`src/rtl/tern_neuron.sv`:
```
module tern_neuron #(
  parameter int LANES = 8,
  parameter int GRP_W = 8,
  localparam int ACC_W = $clog2(LANES * (1 << GRP_W) + 1) + 1
) (
  input  logic                    clk,
  input  logic                    rst_n,
  input  logic [GRP_W-1:0]        cfg_groups,
  input  logic signed [ACC_W-1:0] thr_lo,
  input  logic signed [ACC_W-1:0] thr_hi,
  input  logic                    in_valid,
  output logic                    in_ready,
  input  logic [2*LANES-1:0]      in_act,
  input  logic [2*LANES-1:0]      in_wgt,
  output logic                    out_valid,
  input  logic                    out_ready,
  output logic [1:0]              out_trit
);

  localparam int NPAIR  = (LANES + 1) / 2;
  localparam int DEPTH  = $clog2(NPAIR);
  localparam int LEAVES = 1 << DEPTH;

  logic signed [1:0] prod [LANES];
  logic signed [2:0] pair [NPAIR];

  for (genvar k = 0; k < LANES; k++) begin : g_mul
    wire nz  = in_act[2*k] & in_wgt[2*k];
    wire neg = in_act[2*k+1] ^ in_wgt[2*k+1];
    assign prod[k] = nz ? (neg ? 2'sb11 : 2'sb01) : 2'sb00;
  end

  for (genvar k = 0; k < NPAIR; k++) begin : g_pair
    if (2*k + 1 < LANES) begin : g_two
      assign pair[k] = 3'(prod[2*k]) + 3'(prod[2*k+1]);
    end else begin : g_one
      assign pair[k] = 3'(prod[2*k]);
    end
  end

  for (genvar g = 0; g <= DEPTH; g++) begin : lv
    localparam int N = LEAVES >> g;
    localparam int W = 3 + g;
    logic signed [W-1:0] s [N];
    if (g == 0) begin : g_leaf
      for (genvar i = 0; i < N; i++) begin : g_l
        if (i < NPAIR) begin : g_used
          assign s[i] = pair[i];
        end else begin : g_pad
          assign s[i] = '0;
        end
      end
    end else begin : g_node
      for (genvar i = 0; i < N; i++) begin : g_n
        assign s[i] = W'(lv[g-1].s[2*i]) + W'(lv[g-1].s[2*i+1]);
      end
    end
  end

  logic signed [ACC_W-1:0] grp_sum, acc, acc_nxt;
  logic [GRP_W-1:0]        cnt;
  logic [1:0]              step;

  assign grp_sum  = ACC_W'(lv[DEPTH].s[0]);
  assign in_ready = !out_valid;

  wire take = in_valid && in_ready;
  wire last = (cfg_groups == '0) || (cnt == cfg_groups - 1'b1);

  assign acc_nxt = ((cnt == '0) ? '0 : acc) + grp_sum;

  always_comb begin
    if (thr_lo > thr_hi)       step = 2'b00;
    else if (acc_nxt < thr_lo) step = 2'b11;
    else if (acc_nxt > thr_hi) step = 2'b01;
    else                       step = 2'b00;
  end

  always_ff @(posedge clk or negedge rst_n) begin
    if (!rst_n) begin
      acc       <= '0;
      cnt       <= '0;
      out_valid <= 1'b0;
      out_trit  <= 2'b00;
    end else begin
      if (out_valid && out_ready) out_valid <= 1'b0;
      if (take) begin
        acc <= acc_nxt;
        if (last) begin
          cnt       <= '0;
          out_valid <= 1'b1;
          out_trit  <= step;
        end else begin
          cnt <= cnt + 1'b1;
        end
      end
    end
  end

endmodule


```
`config.mk`:
```
export PLATFORM = sky130hd
export DESIGN_NAME = tern_neuron
export DESIGN_NICKNAME = d
export VERILOG_FILES = /design/src/rtl/tern_neuron.sv
export SDC_FILE = /design/constraint.sdc
export NUM_CORES = 1
export LEC_CHECK = 0
export CORE_MARGIN = 4
export CORE_UTILIZATION = 55
export DETAILED_ROUTE_END_ITERATION = 12
export PLACE_DENSITY = 0.85
export SETUP_SLACK_MARGIN = 0.1
export SYNTH_ARGS = -nofsm -noshare
export SYNTH_HDL_FRONTEND = slang
export SYNTH_SLANG_ARGS = --single-unit
```
`constraint.sdc`:
```
create_clock -name clk -period 9.65 [get_ports clk]
set_clock_uncertainty 0.15 [all_clocks]
set_input_delay 0.965 -clock clk [delete_from_list [all_inputs] [get_ports clk]]
set_output_delay 0.965 -clock clk [all_outputs]
set_load 0.02 [all_outputs]
```
==> impl_results.md, run 1 <==
- CP Launch Type: input pin
- Flop2flop setup slack: 4.20 ns
- Worst-path clk slew: 0.09 ns
- Reg2reg end: out_trit[0]
- CTS HTree Levels: 1
- RSZ-0062 raised after global routing: no
- CTS tree: yes
- Routability cong.: 0.917
- Hold Fails Final Rpt: 0
- Setup bufs post-CTS: 0
- Number of max-cap violations: 0
- Worst hold slack: 0.336 ns
- Total track usage: 22.3%
- R2R Path Start: cnt[4]
- Detailed Route Iter0 Violations: 139
- Area grow syn2layout: 23.6%
- Hold Path Sink: acc[3]
- DR pass1 iterations: 5
- Number of enable-type register cells in the synthesized netlist: 0
- Skew-Pair Late Insertion Delay: 0.26 ns
- Antenna Nets Post-Route: 0
- Max_slew headroom: 46.6%
- ANT cells: 0
- Hold Path Cell Cnt: 2
- Core area: 0.00639 mm^2
- Top FF cell, synth: dfrtp_1
- First-pass GRT wire length: 14400 um
- Syn_nets: 582
- Top routing layer used: met4
- Critical path type: in2reg
- Die W: 89.3 um
- Final-layout fill cell count: 506
- Final period util: 91.7%
- Worst-margin pin slew: 0.793 ns
- Resized cells post-CTS: 0
- Tmin final: 8.85 ns
- Mapped Area: 0.00364 mm^2
- Share of layout cells above drive strength 1: 3.72%
- Largest net degree at the start of global routing: 27
- Via density per instance: 5.66
- HPWL after DPL: 7090 um
- Metal1 wirelength: 3640 um
- Site Rows: 29
- Post-synthesis area per instance: 8.24 um^2
- Fin. max-slew vios: 0
- Vias in the first global route: 3387
- Initial antenna violation count: 0
- Die area: 0.00798 mm^2
- Setup violators final: 0
- Post-synthesis sequential area ratio: 16.5%
- Hold_buf cts: 0
- Worst path most repeated cell: fa_1
- Synthesized flop and latch total: 24
- Root buf cell: clkbuf_8
- DR vias: 3329
- Starting density of the core: 56.9%
- Met3 Routed Length: 512 um
- Most frequent cells in the layout: clkdlybuf4s50_1 (73), inv_1 (66), ha_1 (55)
- Worst hold start: acc[3]
- DRT Wirelength: 8420 um
- Total global routing overflow: 0
- Sink Count: 24
- CP Capture Type: flip-flop
- Yosys cell types: 59
- Data required, critical path: 9.66 ns
- YS warnings: 0
- Chip height: 89.3 um
- Drt wl/cell: 14.3 um
- Fmax: 113 MHz
- Worst-case clock buffer depth: 2
- Most common cell after layout, fill and taps aside: clkdlybuf4s50_1
- Sum Neg Setup Slack: 0 ns
- Critical-path top delay cell: fa_1
- Crit path largest cell delay: 0.57 ns
- CP startpoint: in_act[15]
- I/O pin total: 74
- Outcome: finished, final reports clean
- PortBufs: 73
- Num CTS Buffers: 3
- Worst Hold Class: reg2reg
- Residual DRC count: 0
- Synth Instances: 441
- Async SR Flop Fraction: 100%
- Worst r2r path cells: 20
- Final nets: 653
- Met2 wire len: 4210 um
- WP data arrival: 8.86 ns
- Critical-path maximum fanout: 19
[Yosys cell counts (all sizes together), types with 3 or more instances]
cell type	n	area, um^2
inv	67	251
ha	55	688
nand2	47	176
a21oi	24	120
dfrtp	24	601
o21ai	22	110
xnor2	21	199
xor2	19	166
fa	16	320
nand3	15	80.1
nor2	13	48.8
and2	12	75.1
nor2b	9	56.3
nand4	7	43.8
nor3	7	35.0
a21o	6	45.0
nor4	6	43.8
clkbuf	5	18.8
a31oi	4	25.0
buf	4	21.3
mux2i	4	40.0
nand2b	4	25.0
o21a	4	30.0
a211oi	3	22.5
mux2	3	33.8
nand3b	3	22.5
o22ai	3	18.8
[worst max-delay path, delay by kind of cell]
kind	cells	cell delay, ns
XOR/XNOR	4	1.09
buffers and inverters	6	1.06
multiplexers	1	0.13
AO/OA/AOI/OAI	9	1.66
adder cells (fa/ha/maj)	8	3.43
AND/OR/NAND/NOR	4	0.53
[metrics by stage]
step | setup slack, ns | util, % | cell area, um^2 | std cells
CTS | 0.789 | 70.4 | 4490 | 588
floorplan | 1.87 | - | 3640 | 441
global placement | 0.880 | 69.5 | 4440 | 584
finish | 0.801 | 70.4 | 4490 | 588
global route | 0.141 | 70.4 | 4490 | 588
detailed placement | 0.556 | 69.5 | 4440 | 584
[worst max-delay path by stage]
stage / cells past startpoint / endpoint / slack [ns]
final: 32 / out_trit[0] / 0.80
after floorplan: 32 / out_trit[0] / 1.87
after detailed placement: 32 / out_trit[0] / 0.56
after global placement: 32 / out_trit[0] / 0.88
after CTS: 32 / out_trit[0] / 0.79
after global routing: 32 / out_trit[0] / 0.14
[per-layer routing]
layer	track usage, %	up-vias
met5	0	-
met4	3.25	0
met3	3.04	8
met2	39.4	99
met1	29.6	1568
li1	-	1654
[cell families (layout without fill, tap and decap cells)]
family	after synthesis	count (layout)	synth area share [%]
and+or+nand+nor	130	130	18.0
buffers and inverters	76	146	8.02
adders and majority gates	71	71	27.7
AOI/OAI and AO/OA	92	92	17.1
xor gates and xnor gates	41	41	10.7
muxes	7	7	2.03
DFF	24	24	16.5
[registers in the layout, indices dropped and copies added, names as in the netlist]
name,flops
acc,13
cnt,8
out_trit,2
out_valid,1
[final cells by class]
class	count	area, um^2	area share [%]
Multi-Input combinational cell	341	2740	61.1
Clock buffer	4	55.1	1.23
Sequential cell	24	601	13.4
Inverter	67	251	5.60
Timing Repair Buffer	75	746	16.6
Tap cell	77	96.3	2.14
Power of run 1 is not shown: default switching activity piles up to over one toggle a cycle in this logic, so the estimate is an artifact.
==> run 2: changes to the inputs <==
CORE_ASPECT_RATIO = 0.8   (was not set)
==> impl_results.md, run 2 (synthesized netlist as in run 1, its figures left out) <==
- Outcome: finished, final reports clean
- CP Launch Type: input pin
- Fmax: 114 MHz (+0.77%)
- Root buf cell: clkbuf_8
- Worst-case clock buffer depth: 2 (unchanged)
- Hold_buf cts: 0 (unchanged)
- Residual DRC count: 0 (unchanged)
- Core area: 0.00641 mm^2 (+0.35%)
- Routability cong.: 0.957 (+4.4%)
- Worst-path clk slew: 0.09 ns (about the same)
- Starting density of the core: 56.7% (-0.20 points)
- Critical-path top delay cell: fa_1
- Initial antenna violation count: 0 (unchanged)
- Die W: 98.9 um (+11%)
- First-pass GRT wire length: 14700 um (+2.5%)
- RSZ-0062 raised after global routing: no
- Sink Count: 24 (unchanged)
- Biggest register: acc
- CP Capture Type: flip-flop
- Grt met1 use: 30.2% (+0.59 points)
- Final period util: 91.0% (-0.70 points)
- Hold Fails Final Rpt: 0 (unchanged)
- Fin. max-slew vios: 0 (unchanged)
- DRT Wirelength: 8640 um (+2.6%)
- Chip height: 80.7 um (-9.6%)
- Final nets: 652 (-0.15%)
- Delay-heaviest family, CP: adder cells
- Most frequent cells in the layout: clkdlybuf4s50_1 (73), inv_1 (66), ha_1 (55)
- Max FFs per register: 13 (unchanged)
- Total track usage: 22.2% (-0.049 points)
- GRT Max-Usage Layer: met2
- Most common cell after layout, fill and taps aside: clkdlybuf4s50_1
- WP data arrival: 8.81 ns (-0.05 ns)
- Number of max-cap violations: 0 (unchanged)
- Worst path most repeated cell: fa_1
- HPWL after DPL: 7320 um (+3.1%)
- Critical path type: in2reg
- Area grow syn2layout: 24.1%
- Worst-margin pin slew: 1.08 ns (+0.286 ns)
- Antenna Nets Post-Route: 0 (unchanged)
- Crit path largest cell delay: 0.55 ns (-0.02 ns)
- DR pass1 iterations: 5 (unchanged)
- Detailed Route Iter0 Violations: 257 (+85%)
- Worst Hold Class: reg2reg
- Setup violators final: 0 (unchanged)
- Grt met3 use: 1.04% (-2.0 points)
- Num CTS Buffers: 3 (unchanged)
- Critical-path maximum fanout: 19 (unchanged)
- Biggest regs: acc: 13 flops, cnt: 8 flops, out_trit: 2 flops
- PortBufs: 73 (unchanged)
- Setup bufs post-CTS: 0 (unchanged)
- Crit path buf inv count: 6 (unchanged)
- Via density per instance: 5.58 (-1.5%)
- Tmin final: 8.78 ns (-0.0677 ns)
- Max_slew headroom: 27.9% (-19 points)
- Share of layout cells above drive strength 1: 3.53% (-0.19 points)
- Die area: 0.00798 mm^2 (+0.11%)
- Skew-Pair Late Insertion Delay: 0.28 ns (+0.02 ns)
- Total global routing overflow: 0 (unchanged)
- GR Util met2: 39.1% (-0.31 points)
- Drt wl/cell: 14.6 um (+1.6%)
- CTS HTree Levels: 1 (unchanged)
- DR vias: 3312 (-0.51%)
- Site Rows: 26 (-10%)
- ANT cells: 0 (unchanged)
- CTS tree: yes
- Vias in the first global route: 3328 (-1.7%)
- I/O pin total: 74 (unchanged)
- Resized cells post-CTS: 0 (unchanged)
- Sum Neg Setup Slack: 0 ns (unchanged)
- Largest net degree at the start of global routing: 27 (unchanged)
- Data required, critical path: 9.68 ns (+0.02 ns)
-- run 2: tightest hold or removal path, cell delays in order, from the launching register on --
cell and delay (ns):
dfrtp_1 0.34, nand2_1 0.05, nand2_1 0.05
-- run 2: cell type report --
cell class | count | area [um^2]
clock buffers | 3 | 41.3
clock inverters | 1 | 30.0
fillers | 512 | 1900
inverters | 67 | 251
multi-input cells | 341 | 2740
flip-flops and latches | 24 | 601
well taps | 84 | 105
repair buffers | 74 | 738
-- run 2: through the flow --
stage	instances	utilization (%)	area [um^2]	setup slack, ns	hold WS (ns)
finish	594	70.4	4510	0.868	0.321
detailed placement	590	69.3	4440	0.579	0.305
global route	594	70.4	4510	0.315	0.350
floorplan	441	-	3640	1.87	0.288
CTS	594	70.4	4510	0.866	0.327
global placement	590	69.3	4440	0.885	0.301
-- run 2: per-layer routing --
metal  up-vias  share of wire, %
li1       1661                 -
met1      1526                46
met2       109                47
met3        16               5.3
met4         0               1.9
met5         -                 0
-- run 2: final timing paths --
path	start	to	slack, ns	depth (start not counted)
max in group asynchronous	rst_n	acc[0]	7.59	1
max	in_act[15]	out_trit[0]	0.87	32
max reg2reg	cnt[4]	out_trit[0]	4.26	20
min	acc[3]	acc[3]	0.32	2
min in group asynchronous	rst_n	cnt[0]	1.11	1
min reg2reg	acc[3]	acc[3]	0.32	2
Power of run 2 is left out for the same reason.
